File: config.mk
export PLATFORM = sky130hd
export DESIGN_NAME = qenc_counter
export DESIGN_NICKNAME = d
export VERILOG_FILES = /design/src/rtl/qenc_pkg.sv /design/src/rtl/qenc_filter.sv /design/src/rtl/qenc_decode.sv /design/src/rtl/qenc_position.sv /design/src/rtl/qenc_counter.sv
export SDC_FILE = /design/constraint.sdc
export NUM_CORES = 1
export LEC_CHECK = 0
export ABC_AREA = 1
export CAP_MARGIN = 20
export CORE_AREA = 2 2 139 141
export CTS_BUF_LIST = sky130_fd_sc_hd__clkbuf_8
export DETAILED_ROUTE_END_ITERATION = 10
export DIE_AREA = 0 0 141 143
export DONT_BUFFER_PORTS = 1
export GPL_TIMING_DRIVEN = 0
export PLACE_DENSITY_LB_ADDON = 0.1
export SETUP_SLACK_MARGIN = 0.3
export SYNTH_ARGS = -nofsm -noshare
export SYNTH_HDL_FRONTEND = slang
export SYNTH_SLANG_ARGS = --single-unit
export TNS_END_PERCENT = 100
File: constraint.sdc
create_clock -name clk -period 6.2 [get_ports clk]
set_input_delay 0.93 -clock clk [delete_from_list [all_inputs] [get_ports clk]]
set_output_delay 0.93 -clock clk [all_outputs]
set_load 0.03 [all_outputs]
File: src/rtl/qenc_pkg.sv
package qenc_pkg;
  localparam int NUM_IN = 3;
  localparam int CH_A   = 0;
  localparam int CH_B   = 1;
  localparam int CH_IDX = 2;

  typedef enum logic {
    MODE_INDEX = 1'b0,
    MODE_CEIL  = 1'b1
  } qenc_mode_e;
endpackage

File: src/rtl/qenc_filter.sv
module qenc_filter #(
  parameter int FLT_W = 21
) (
  input  logic             clk,
  input  logic             rst_n,
  input  logic             flt_en,
  input  logic [FLT_W-1:0] flt_len,
  input  logic             din,
  output logic             dout
);
  localparam int CW = FLT_W + 1;

  logic [CW-1:0] run_q;
  logic [CW-1:0] limit;

  assign limit = {1'b0, flt_len} + CW'(1);

  always_ff @(posedge clk) begin
    if (!rst_n) begin
      dout  <= 1'b0;
      run_q <= '0;
    end else if (!flt_en) begin
      dout  <= din;
      run_q <= '0;
    end else if (din == dout) begin
      run_q <= '0;
    end else if (run_q == limit) begin
      dout  <= din;
      run_q <= '0;
    end else begin
      run_q <= run_q + CW'(1);
    end
  end


  hold_when_equal_chk: assert property (@(posedge clk) disable iff (!rst_n)
    (flt_en && din == dout) |=> $stable(dout));
endmodule

File: src/rtl/qenc_decode.sv
module qenc_decode (
  input  logic       clk,
  input  logic       rst_n,
  input  logic       ph_a,
  input  logic       ph_b,
  input  logic       idx,
  input  logic [1:0] idx_gate,
  output logic       step_up,
  output logic       step_dn,
  output logic       ph_err,
  output logic       idx_hit
);
  logic prev_a, prev_b, prev_idx;
  logic chg_a, chg_b, single, fwd;

  always_ff @(posedge clk) begin
    if (!rst_n) begin
      prev_a   <= 1'b0;
      prev_b   <= 1'b0;
      prev_idx <= 1'b0;
    end else begin
      prev_a   <= ph_a;
      prev_b   <= ph_b;
      prev_idx <= idx;
    end
  end

  assign chg_a   = ph_a ^ prev_a;
  assign chg_b   = ph_b ^ prev_b;
  assign single  = chg_a ^ chg_b;
  assign fwd     = chg_a ? (ph_a != ph_b) : (ph_a == ph_b);
  assign step_up = single & fwd;
  assign step_dn = single & ~fwd;
  assign ph_err  = chg_a & chg_b;
  assign idx_hit = idx & ~prev_idx & ({ph_a, ph_b} == idx_gate);


  err_excl_step_chk: assert property (@(posedge clk) disable iff (!rst_n)
    ph_err |-> !(step_up || step_dn));
endmodule

File: src/rtl/qenc_position.sv
module qenc_position #(
  parameter int CNT_W = 32
) (
  input  logic             clk,
  input  logic             rst_n,
  input  logic             en,
  input  logic             ceil_mode,
  input  logic [CNT_W-1:0] ceiling,
  input  logic [CNT_W-1:0] preset,
  input  logic             perr_en,
  input  logic             step_up,
  input  logic             step_dn,
  input  logic             ph_err,
  input  logic             idx_hit,
  output logic [CNT_W-1:0] count,
  output logic             dir_up,
  output logic             ev_dir,
  output logic             ev_rst_up,
  output logic             ev_rst_dn,
  output logic             ev_perr
);
  import qenc_pkg::*;

  qenc_mode_e mode;
  assign mode = qenc_mode_e'(ceil_mode);

  always_ff @(posedge clk) begin
    if (!rst_n) begin
      count     <= '0;
      dir_up    <= 1'b1;
      ev_dir    <= 1'b0;
      ev_rst_up <= 1'b0;
      ev_rst_dn <= 1'b0;
      ev_perr   <= 1'b0;
    end else begin
      ev_dir    <= 1'b0;
      ev_rst_up <= 1'b0;
      ev_rst_dn <= 1'b0;
      ev_perr   <= 1'b0;
      if (en) begin
        if (mode == MODE_INDEX && idx_hit) begin
          count <= preset;
        end else if (step_up) begin
          if (mode == MODE_CEIL && count >= ceiling) begin
            count     <= '0;
            ev_rst_up <= 1'b1;
          end else begin
            count <= count + CNT_W'(1);
          end
        end else if (step_dn) begin
          if (mode == MODE_CEIL && count == '0) begin
            count     <= ceiling;
            ev_rst_dn <= 1'b1;
          end else begin
            count <= count - CNT_W'(1);
          end
        end
        if ((step_up && !dir_up) || (step_dn && dir_up)) begin
          dir_up <= step_up;
          ev_dir <= 1'b1;
        end
        if (ph_err && perr_en) ev_perr <= 1'b1;
      end
    end
  end


  hold_when_off_chk: assert property (@(posedge clk) disable iff (!rst_n)
    !en |=> ($stable(count) && !ev_dir && !ev_perr));

  wrap_up_zero_chk: assert property (@(posedge clk) disable iff (!rst_n)
    ev_rst_up |-> count == '0);

  wrap_dn_ceil_chk: assert property (@(posedge clk) disable iff (!rst_n)
    ev_rst_dn |-> count == $past(ceiling));

  err_keeps_count_chk: assert property (@(posedge clk) disable iff (!rst_n)
    ev_perr |-> $stable(count));

  dir_flip_chk: assert property (@(posedge clk) disable iff (!rst_n)
    ev_dir |-> dir_up != $past(dir_up));

  events_excl_chk: assert property (@(posedge clk) disable iff (!rst_n)
    $onehot0({ev_rst_up, ev_rst_dn, ev_perr}));
endmodule

File: src/rtl/qenc_counter.sv
module qenc_counter #(
  parameter int CNT_W = 32,
  parameter int FLT_W = 21
) (
  input  logic             clk,
  input  logic             rst_n,
  input  logic             en,
  input  logic             ceil_mode,
  input  logic [CNT_W-1:0] ceiling,
  input  logic [CNT_W-1:0] preset,
  input  logic [1:0]       idx_gate,
  input  logic             swap_ab,
  input  logic             inv_a,
  input  logic             inv_b,
  input  logic             inv_idx,
  input  logic             perr_en,
  input  logic             flt_en,
  input  logic [FLT_W-1:0] flt_len,
  input  logic             pin_a,
  input  logic             pin_b,
  input  logic             pin_idx,
  output logic [CNT_W-1:0] count,
  output logic             dir_up,
  output logic             ev_dir,
  output logic             ev_rst_up,
  output logic             ev_rst_dn,
  output logic             ev_perr
);
  import qenc_pkg::*;

  logic [NUM_IN-1:0] pol_in;
  logic [NUM_IN-1:0] clean;
  logic ph_a, ph_b;
  logic step_up, step_dn, ph_err, idx_hit;

  assign pol_in[CH_A]   = pin_a ^ inv_a;
  assign pol_in[CH_B]   = pin_b ^ inv_b;
  assign pol_in[CH_IDX] = pin_idx ^ inv_idx;

  for (genvar i = 0; i < NUM_IN; i++) begin : g_flt
    qenc_filter #(.FLT_W(FLT_W)) u_flt (
      .clk     (clk),
      .rst_n   (rst_n),
      .flt_en  (flt_en),
      .flt_len (flt_len),
      .din     (pol_in[i]),
      .dout    (clean[i])
    );
  end

  assign ph_a = swap_ab ? clean[CH_B] : clean[CH_A];
  assign ph_b = swap_ab ? clean[CH_A] : clean[CH_B];

  qenc_decode u_dec (
    .clk      (clk),
    .rst_n    (rst_n),
    .ph_a     (ph_a),
    .ph_b     (ph_b),
    .idx      (clean[CH_IDX]),
    .idx_gate (idx_gate),
    .step_up  (step_up),
    .step_dn  (step_dn),
    .ph_err   (ph_err),
    .idx_hit  (idx_hit)
  );

  qenc_position #(.CNT_W(CNT_W)) u_pos (
    .clk       (clk),
    .rst_n     (rst_n),
    .en        (en),
    .ceil_mode (ceil_mode),
    .ceiling   (ceiling),
    .preset    (preset),
    .perr_en   (perr_en),
    .step_up   (step_up),
    .step_dn   (step_dn),
    .ph_err    (ph_err),
    .idx_hit   (idx_hit),
    .count     (count),
    .dir_up    (dir_up),
    .ev_dir    (ev_dir),
    .ev_rst_up (ev_rst_up),
    .ev_rst_dn (ev_rst_dn),
    .ev_perr   (ev_perr)
  );
endmodule

==> flow_summary.ini, run 1 <==
[job]
drv_cap = 0

[synth]
synth-adder-area-share_pct = 4.84
synthArstFlopShare_pct = 0
synth_top_family_by_area = simple AND/OR/NAND/NOR gates
syn_avg_cell_area_sq_um = 5.83
synth-edff-count = 0
synthCells = 1729
ys.flop_type = dfxtp_1
synth_xor_area_share_pct = 7.90
synthMuxAreaShare_pct = 0
syn-num-nets = 1868
ys_types = 45
synthSimpleGateAreaFrac_pct = 46.9
synthesis.area_sq_mm = 0.0101
synth-compound-area-share_pct = 8.13
yosys_warnings = 0
synth_seq_cells = 109
ys_seq_area_share_pct = 21.6

[placement]
port_buffers = 0
dp_hpwl_um = 26200
pre_cts_slack_ps = 2670
postPlaceCellArea_sq_mm = 0.0104
gp_congestion = 0.975

[clocking]
numCtsBuffers = 9
cts_hold_repair.buffers = 0
clock_latency_ps = 410
clockBufferDepth = 2
clock_sink_count = 109
cts_tree = yes
cts.clk_slew.worst_paths_ps = 130
cts-resized-gates = 0
cts_max_level = 3
cts_root_buf = clkbuf_8
postCtsSetupBuffers = 0

[layout]
final_cell_mix = 495 x nand2_1, 276 x nor2_1, 213 x inv_1
fin_area_sq_mm = 0.0106
layout.cells.most_common = nand2_1
syn_to_final_growth_pct = 4.86
antenna_cells = 0
final_layout_size_suffix_gt1_share_pct = 6.93
n_fill_cell = 1996
final_core_util_pct = 56.9
nets = 1879

[global_route]
grt_pass1_wl_um = 52100
grt_start_max_net_pins = 22
grt_remaining_overflow = 0
grt_pass1_vias = 10300
grt_usage_pct = 32.8
antenna_found_initial = 0

[die]
rows = 50
dieArea_sq_mm = 0.0202
pin_count = 137
core-area_sq_mm = 0.0186
die_w_um = 141
die_h_um = 143
initial_core_util_pct = 54.3

[detailed_routing]
routedWlPerCell_um = 16.5
dr.pass1.iters = 7
vias = 10900
via_per_inst = 5.50
drt-total-wl_um = 32800
detail-route-antenna-nets = 0
drt_iter0_drc = 715
drc = 0

[critical_path]
startpoint_type = register
end_kind = register
cp_max_fo = 10
crit_required_ps = 6550
arrival_ps = 3640
worstSetupPathType = reg2reg

[power_and_ir_drop]
p_leak_nw = 4.65
ir_drop_uv = 191
power_density_mw_per_mm2 = 300

[timing]
finalHoldViolations = 0
period_share_pct = 53.2
finalMaxSlewViolations = 0
setup_viol = 0
fin_crit_ps = 3300
setup_tns_ps = 0
rsz0062_at_grt = no
slew_headroom_pct = 35.2
tightest_slew_ps = 963
skew_ps = 17.3
fmax_mhz = 303
layout_setup_ws_ps = 2900

[hold_path]
hold_class = reg2reg

[status]
outcome = completed
==> worst max-delay path, stage by stage (launching register included) <==
cell and delay [ps]:
dfxtp_1 770, ha_1 350, nand2_1 70, nor2_1 50, nor3_1 210, nand2_1 120, nand2_1 70, nand2_1 120
nand2_1 90, nand2_1 60, nand2_1 250, clkbuf_1 610, nand2_1 210, nand2_1 120, nand2_1 50, a21oi_1 110
==> cells in the mapped netlist (3+ instances only) <==
cell,n,share of area (%)
a21oi_1,95,4.7
a21oi_2,3,0.26
a31oi_1,3,0.19
buf_2,21,1.0
buf_4,3,0.22
clkbuf_1,18,0.67
dfxtp_1,109,22
ha_1,39,4.8
inv_1,213,7.9
nand2_1,495,18
nand2_2,13,0.81
nand3_1,137,6.8
nand3_2,4,0.40
nand3b_1,17,1.3
nand4_1,28,1.7
nor2_1,276,10
nor2_2,28,1.7
nor2_4,5,0.56
nor3_1,38,1.9
nor3_2,6,0.60
nor4_1,11,0.68
o211ai_1,6,0.45
o21ai_0,35,1.7
o21ai_1,4,0.20
or2_2,8,0.50
xnor2_1,19,1.6
xor2_1,72,6.3
==> logic make-up (layout without fill, tap and decap cells) <==
logic type,count (synthesis),after routing
AO/OA/AOI/OAI,153,153
adder cells (fa/ha/maj),39,39
buffers and inverters,261,277
XOR/XNOR,91,91
AND/OR/NAND/NOR,1076,1076
flip-flops,109,109
==> per-stage QoR <==
step	power, mW	hold WS, ps	instances
global placement	2.66	452	1963
finish	3.17	486	1979
CTS	3.13	488	1979
floorplan	2.21	430	1729
global route	3.43	514	1979
detailed placement	2.67	460	1963
==> final cells by class <==
class	instances	area, sq um	share of cell area [%]
Sequential cell	109	2180	20.6
Tap cell	234	293	2.77
Buffer	47	262	2.47
Clock inverter	7	73.8	0.698
Clock buffer	9	124	1.17
Inverter	214	803	7.59
Multi-Input combinational cell	1359	6840	64.7
==> path summary, 6_finish.rpt <==
path	start	to	slack [ps]	depth (start not counted)
max	u_pos.count[6]	u_pos.count[13]	2900	15
min	g_flt[0].u_flt.run_q[0]	g_flt[0].u_flt.run_q[0]	490	1
max reg2reg	u_pos.count[6]	u_pos.count[13]	2900	15
min reg2reg	g_flt[0].u_flt.run_q[0]	g_flt[0].u_flt.run_q[0]	490	1
==> power by group <==
group	switching [mW]	leakage (nW)	internal (mW)
registers	0.217	0.882	0.758
logic	1.15	3.67	0.578
clock network	0.304	0.0946	0.161
total	1.67	4.65	1.50
==> per-layer routing <==
metal,up-vias,GRT usage (%),wire length (um)
li1,5489,-,-
met5,-,0,0
met4,0,15.2,1640
met3,91,5.30,2070
met1,4863,37.9,13100
met2,439,59.4,16000
==> state kept, by name, summed over array words and instances (netlist names) <==
register	cells
g_flt.u_flt.run_q	66
u_pos.count	32
g_flt.u_flt.dout	3
u_dec.prev_a	1
u_dec.prev_b	1
u_dec.prev_idx	1
u_pos.dir_up	1
u_pos.ev_dir	1
u_pos.ev_perr	1
u_pos.ev_rst_dn	1
u_pos.ev_rst_up	1
Power figures use the tool's default switching activity.
==> run 2, diff against run 1 <==
- clock period: 6.2 -> 2.9 ns (I/O delays scaled with it)
==> run 2 against run 1 <==
  * First-iteration DRC count rose by 2.0%
  * Setup slack got worse by 2500 ps
  * Core utilization rose by 1.3 points
  * Cell count rose by 0.35%
  * Count of clock-buffer cells in the layout did not move
  * Hold slack got worse by 340 ps
  * Global-route usage rose by 0.15 points
  * Non-clock buffer count rose by 7
  * Die area did not move
  * Clock skew fell by 0.75 ps
  * Largest cell class unchanged
==> flow_summary.ini, run 2 (same netlist as run 1, synthesis figures left out) <==
[power_and_ir_drop]
internal_power_mw = 3.34
power_density_mw_per_mm2 = 647
p_leak_nw = 4.75
power_frac_seq_pct = 30.2
p_switching_mw = 3.66
switching_share_pct = 52.3
p_comb_share_pct = 55.6
power.share.clock_pct = 14.3
ir_drop_uv = 456

[detailed_routing]
via_per_inst = 5.52
vias = 11000
drt-total-wl_um = 33000
drc = 0
detail-route-antenna-nets = 0
drt_iter0_drc = 729
routedWlPerCell_um = 16.6
dr.pass1.iters = 5

[layout]
final_cell_mix = 493 x nand2_1, 266 x nor2_1, 211 x inv_1
reg.largest.list = g_flt.u_flt.run_q: 66 flops, u_pos.count: 32 flops, g_flt.u_flt.dout: 3 flops
nets = 1886
final_core_util_pct = 58.2
fin_area_sq_mm = 0.0108
largest_reg_flops = 66
syn_to_final_growth_pct = 7.22
top_register = g_flt.u_flt.run_q
final_layout_size_suffix_gt1_share_pct = 10.8
antenna_cells = 0
layout.cells.most_common = nand2_1

[placement]
postPlaceCellArea_sq_mm = 0.0104
port_buffers = 0
gp_congestion = 0.975
dp_hpwl_um = 26200

[global_route]
grt_use_met3_pct = 5.16
grt_pass1_wl_um = 52400
grt_pass1_vias = 10400
grt_start_max_net_pins = 22
grt_usage_pct = 32.9
use_met1_pct = 38.2
antenna_found_initial = 0
grtUsageMet2_pct = 59.7
busiest_layer = met2
grt_remaining_overflow = 0

[critical_path]
path_cells = inv_2, ha_1, nand3_2, inv_1, nand3_1, nor3_1, nand2_1, xor2_1, a21oi_1, nand2_1, nand2_1, a21oi_1
startpoint_type = register
end_kind = register
worstSetupPathType = reg2reg
path_delay_family = simple AND/OR/NAND/NOR gates
cp_slowest_cell = dfxtp_2
cp_slowest_stage_delay_ps = 430
crit_required_ps = 3230
arrival_ps = 2830
path_buf_inv = 2
cp_max_fo = 6
cpMostUsedCell = nand2_1

[timing]
finalHoldViolations = 0
tightest_slew_ps = 674
slew_headroom_pct = 55.1
fin_crit_ps = 2500
fmax_mhz = 400
skew_ps = 16.6
setup_viol = 0
finalMaxSlewViolations = 0
period_share_pct = 86.1
rsz0062_at_grt = yes

[die]
pin_count = 137
die_h_um = 143
core-area_sq_mm = 0.0186
dieArea_sq_mm = 0.0202
rows = 50
die_w_um = 141
initial_core_util_pct = 54.3

[status]
outcome = completed

[clocking]
cts_hold_repair.buffers = 0
cts_max_level = 3
numCtsBuffers = 9
clock_sink_count = 109
cts.clk_slew.worst_paths_ps = 120
clock_latency_ps = 410
clockBufferDepth = 2
cts_tree = yes
cts_root_buf = clkbuf_8

[job]
drv_cap = 0

[hold_path]
hold_class = in2reg
run 2: cell types whose count changed in the layout (fill, tap and decap cells not counted), sizes merged:
cell	before	now
buf	29	35
clkbuf	27	28
run 2: final timing paths:
kind | from | endpoint | slack, ps | cells past startpoint
worst max-delay path | u_pos.count[0] | u_pos.count[26] | 400 | 12
worst min-delay path | perr_en | u_pos.ev_perr | 140 | 2
worst max register to register | u_pos.count[0] | u_pos.count[26] | 400 | 12
worst min register to register | g_flt[0].u_flt.run_q[0] | g_flt[0].u_flt.run_q[0] | 490 | 1
run 2: timing repair:
| item | 4_1_cts | 5_1_grt |
|---|---|---|
| pin swaps | 2 | 2 |
| endpoints found under the setup margin | 34 | 34 |
| setup buffers | 6 | 1 |
| cloned | 0 | 0 |
| resized for setup | 33 | 53 |
run 2: routing by layer:
layer | share of wire [%] | vias up
li1 | - | 5509
met5 | 0 | -
met2 | 49 | 430
met3 | 6.2 | 88
met1 | 40 | 4931
met4 | 4.7 | 0
run 2: power by group through the flow:
| stage | clock [mW] | combinational (mW) | sequential, mW |
|---|---|---|---|
| after floorplan | 0 | 2.71 | 2.02 |
| after global placement | 0 | 3.58 | 2.11 |
| after detailed placement | 0 | 3.59 | 2.11 |
| after CTS | 1.01 | 3.71 | 2.09 |
| after global routing | 1.07 | 4.38 | 2.13 |
| final | 0.998 | 3.89 | 2.11 |
run 2: area by class of cell:
class | instances | area [sq um]
Clock buffer | 9 | 124
Tap cell | 234 | 293
Timing Repair Buffer | 7 | 52.6
Clock inverter | 7 | 73.8
Buffer | 47 | 295
Multi-Input combinational cell | 1359 | 6950
Inverter | 214 | 803
Sequential cell | 109 | 2220
Fill cell | 1976 | 7770
run 2: per-stage QoR:
stage	worst slack [ps]	hold slack [ps]	cells	power, mW	TNS (ps)
after floorplan	691	430	1729	4.73	0
after global placement	-365	452	1963	5.69	-6490
after detailed placement	-305	460	1963	5.70	-5020
after CTS	272	128	1985	6.82	0
after global routing	218	151	1986	7.58	0
final	402	142	1986	7.00	0
run 2: worst register-to-register path, stage by stage (launching register included):
cell and delay [ps]:
dfxtp_2 430, inv_2 130, ha_1 210, nand3_2 140, inv_1 150, nand3_1 190, nor3_1 410, nand2_1 140
xor2_1 260, a21oi_1 100, nand2_1 90, nand2_1 50, a21oi_1 110
==> run 3, diff against run 2 <==
- ABC_CLOCK_PERIOD_IN_PS: unset -> 3100
- clock period: 2.9 -> 3.1 ns (I/O delays scaled with it)
==> run 3 against run 2 <==
  * Core utilization fell by 0.67 points
  * Critical endpoint is now u_pos.count[25]
  * Critical path depth rose by 3
  * Largest cell class unchanged
  * Total power fell by 8.0%
  * Design area fell by 1.1%
  * Highest routed layer unchanged
==> flow_summary.ini, run 3 (same netlist as run 1, synthesis figures left out) <==
[clocking]
cts_root_buf = clkbuf_8
cts_tree = yes
cts_hold_repair.buffers = 0
clock_sink_count = 109
cts_max_level = 3
clockBufferDepth = 2
clock_latency_ps = 410
numCtsBuffers = 9
cts.clk_slew.worst_paths_ps = 120

[placement]
dp_cells = 1963
postPlaceCellArea_sq_mm = 0.0104
dp_hpwl_um = 26200
pre_cts_slack_ps = -105
gp_congestion = 0.975
port_buffers = 0

[critical_path]
reg2reg_from = u_pos.count[23]
r2r_end = u_pos.count[25]
crit_required_ps = 3380
end_kind = register
cp_slowest_cell = dfxtp_1
arrival_ps = 2900
worstSetupPathType = reg2reg
critical_path_cell_count = 15
rr_worst_depth = 15
cp_slowest_stage_delay_ps = 560
r2r_slack_ps = 470
path_buf_inv = 2
path_cells = clkbuf_1, nor2_1, nand2_1, nor2_1, nand2_1, nor2_2, nand2_2, buf_2, nand2_1, nor2_1, nor2_1, nor2_1, nand2_1, nand2_1, a21oi_1
path_delay_family = simple AND/OR/NAND/NOR gates
startpoint_type = register
cp_max_fo = 10

[detailed_routing]
routedWlPerCell_um = 16.5
drt_iter0_drc = 807
via_per_inst = 5.50
dr.pass1.iters = 6
drc = 0
detail-route-antenna-nets = 0
vias = 10900
drt-total-wl_um = 32800

[timing]
tightest_slew_ps = 937
slew_headroom_pct = 36.9
fin_crit_ps = 2630
whs_ps = 175
layout_setup_ws_ps = 472
rsz0062_at_grt = yes
setup_viol = 0
skew_ps = 19.7
period_share_pct = 84.8
finalMaxSlewViolations = 0
finalHoldViolations = 0
fmax_mhz = 380

[power_and_ir_drop]
switching_share_pct = 52.6
ir_drop_uv = 385
p_leak_nw = 4.68
internal_power_mw = 3.06
p_total_mw = 6.44
p_switching_mw = 3.39
power_frac_seq_pct = 30.5
power.share.clock_pct = 14.4
power_density_mw_per_mm2 = 603
p_comb_share_pct = 55.1

[global_route]
antenna_found_initial = 0
grt_usage_pct = 32.8
grt_pass1_wl_um = 52100
grt_remaining_overflow = 0
grt_start_max_net_pins = 22
grt_pass1_vias = 10300

[job]
drv_cap = 0

[hold_path]
hold_end = u_pos.ev_perr
hold_class = in2reg
holdPathStages = 2
hp-start = perr_en

[layout]
top_register = g_flt.u_flt.run_q
layout.cells.most_common = nand2_1
antenna_cells = 0
final_cell_mix = 493 x nand2_1, 270 x nor2_1, 211 x inv_1
n_fill_cell = 1978
finalNonFillerCells = 1983
nets = 1883
fin_area_sq_mm = 0.0107
final_layout_size_suffix_gt1_share_pct = 8.98
syn_to_final_growth_pct = 5.99
largest_reg_flops = 66
reg.largest.list = g_flt.u_flt.run_q: 66 flops, u_pos.count: 32 flops, g_flt.u_flt.dout: 3 flops

[die]
initial_core_util_pct = 54.3
pin_count = 137
rows = 50
dieArea_sq_mm = 0.0202
die_w_um = 141
die_h_um = 143
core-area_sq_mm = 0.0186

[status]
outcome = completed
run 3: changes by cell type in the layout (fill, tap and decap cells not counted), sizes merged:
cell    before  now
clkbuf      28   26
buf         35   34
run 3: area by class of cell:
| class | count | area [sq um] | share of cell area, % |
|---|---|---|---|
| multi-input cells | 1359 | 6890 | 64.5 |
| flip-flops and latches | 109 | 2210 | 20.6 |
| inverters | 214 | 803 | 7.51 |
| well taps | 234 | 293 | 2.74 |
| plain buffers | 47 | 270 | 2.53 |
| clock buffers | 9 | 124 | 1.16 |
| clock inverters | 7 | 73.8 | 0.691 |
| repair buffers | 4 | 30.0 | 0.281 |
run 3: power by group through the flow:
stage	Combinational [mW]	Sequential [mW]	Clock, mW
5_1_grt	3.99	1.98	1.00
3_3_place_gp	3.35	1.98	0
2_1_floorplan	2.54	1.89	0
3_5_place_dp	3.36	1.97	0
6_report	3.55	1.96	0.928
4_1_cts	3.39	1.95	0.949
run 3: what timing repair did:
item                                    CTS  global route
gates cloned                              0             0
endpoints found under the setup margin   34            33
gates resized for setup                  13            28
pin swaps                                 0             2
setup buffers                             0             4
run 3: worst max path at each step:
stage                                from         endpoint  slack (ps)
after floorplan                   swap_ab  u_pos.count[17]         870
after global placement     u_pos.count[6]  u_pos.count[22]        -160
after detailed placement   u_pos.count[6]  u_pos.count[22]        -100
after CTS                  u_pos.count[0]  u_pos.count[22]         270
after global routing      u_pos.count[23]  u_pos.count[25]         230
final                     u_pos.count[23]  u_pos.count[25]         470
run 3: layer usage:
layer | vias to the layer above | track usage, % | share of wire [%]
met5 | - | 0 | 0
met4 | 0 | 15.2 | 4.8
met3 | 93 | 5.30 | 6.4
met2 | 439 | 59.4 | 49
met1 | 4877 | 37.9 | 40
li1 | 5498 | - | -
run 3: worst reg2reg max path, delay by kind of cell, from the launching register on:
kind,cells,cell delay (ps)
compound gates,1,50
buf+inv,2,750
flops,1,560
simple gates,12,1130
run 3: stage by stage:
step                TNS [ps]  utilization [%]
floorplan                  0                -
global placement        -902             55.9
detailed placement      -325             55.9
CTS                        0             57.0
global route               0             57.5
finish                     0             57.5
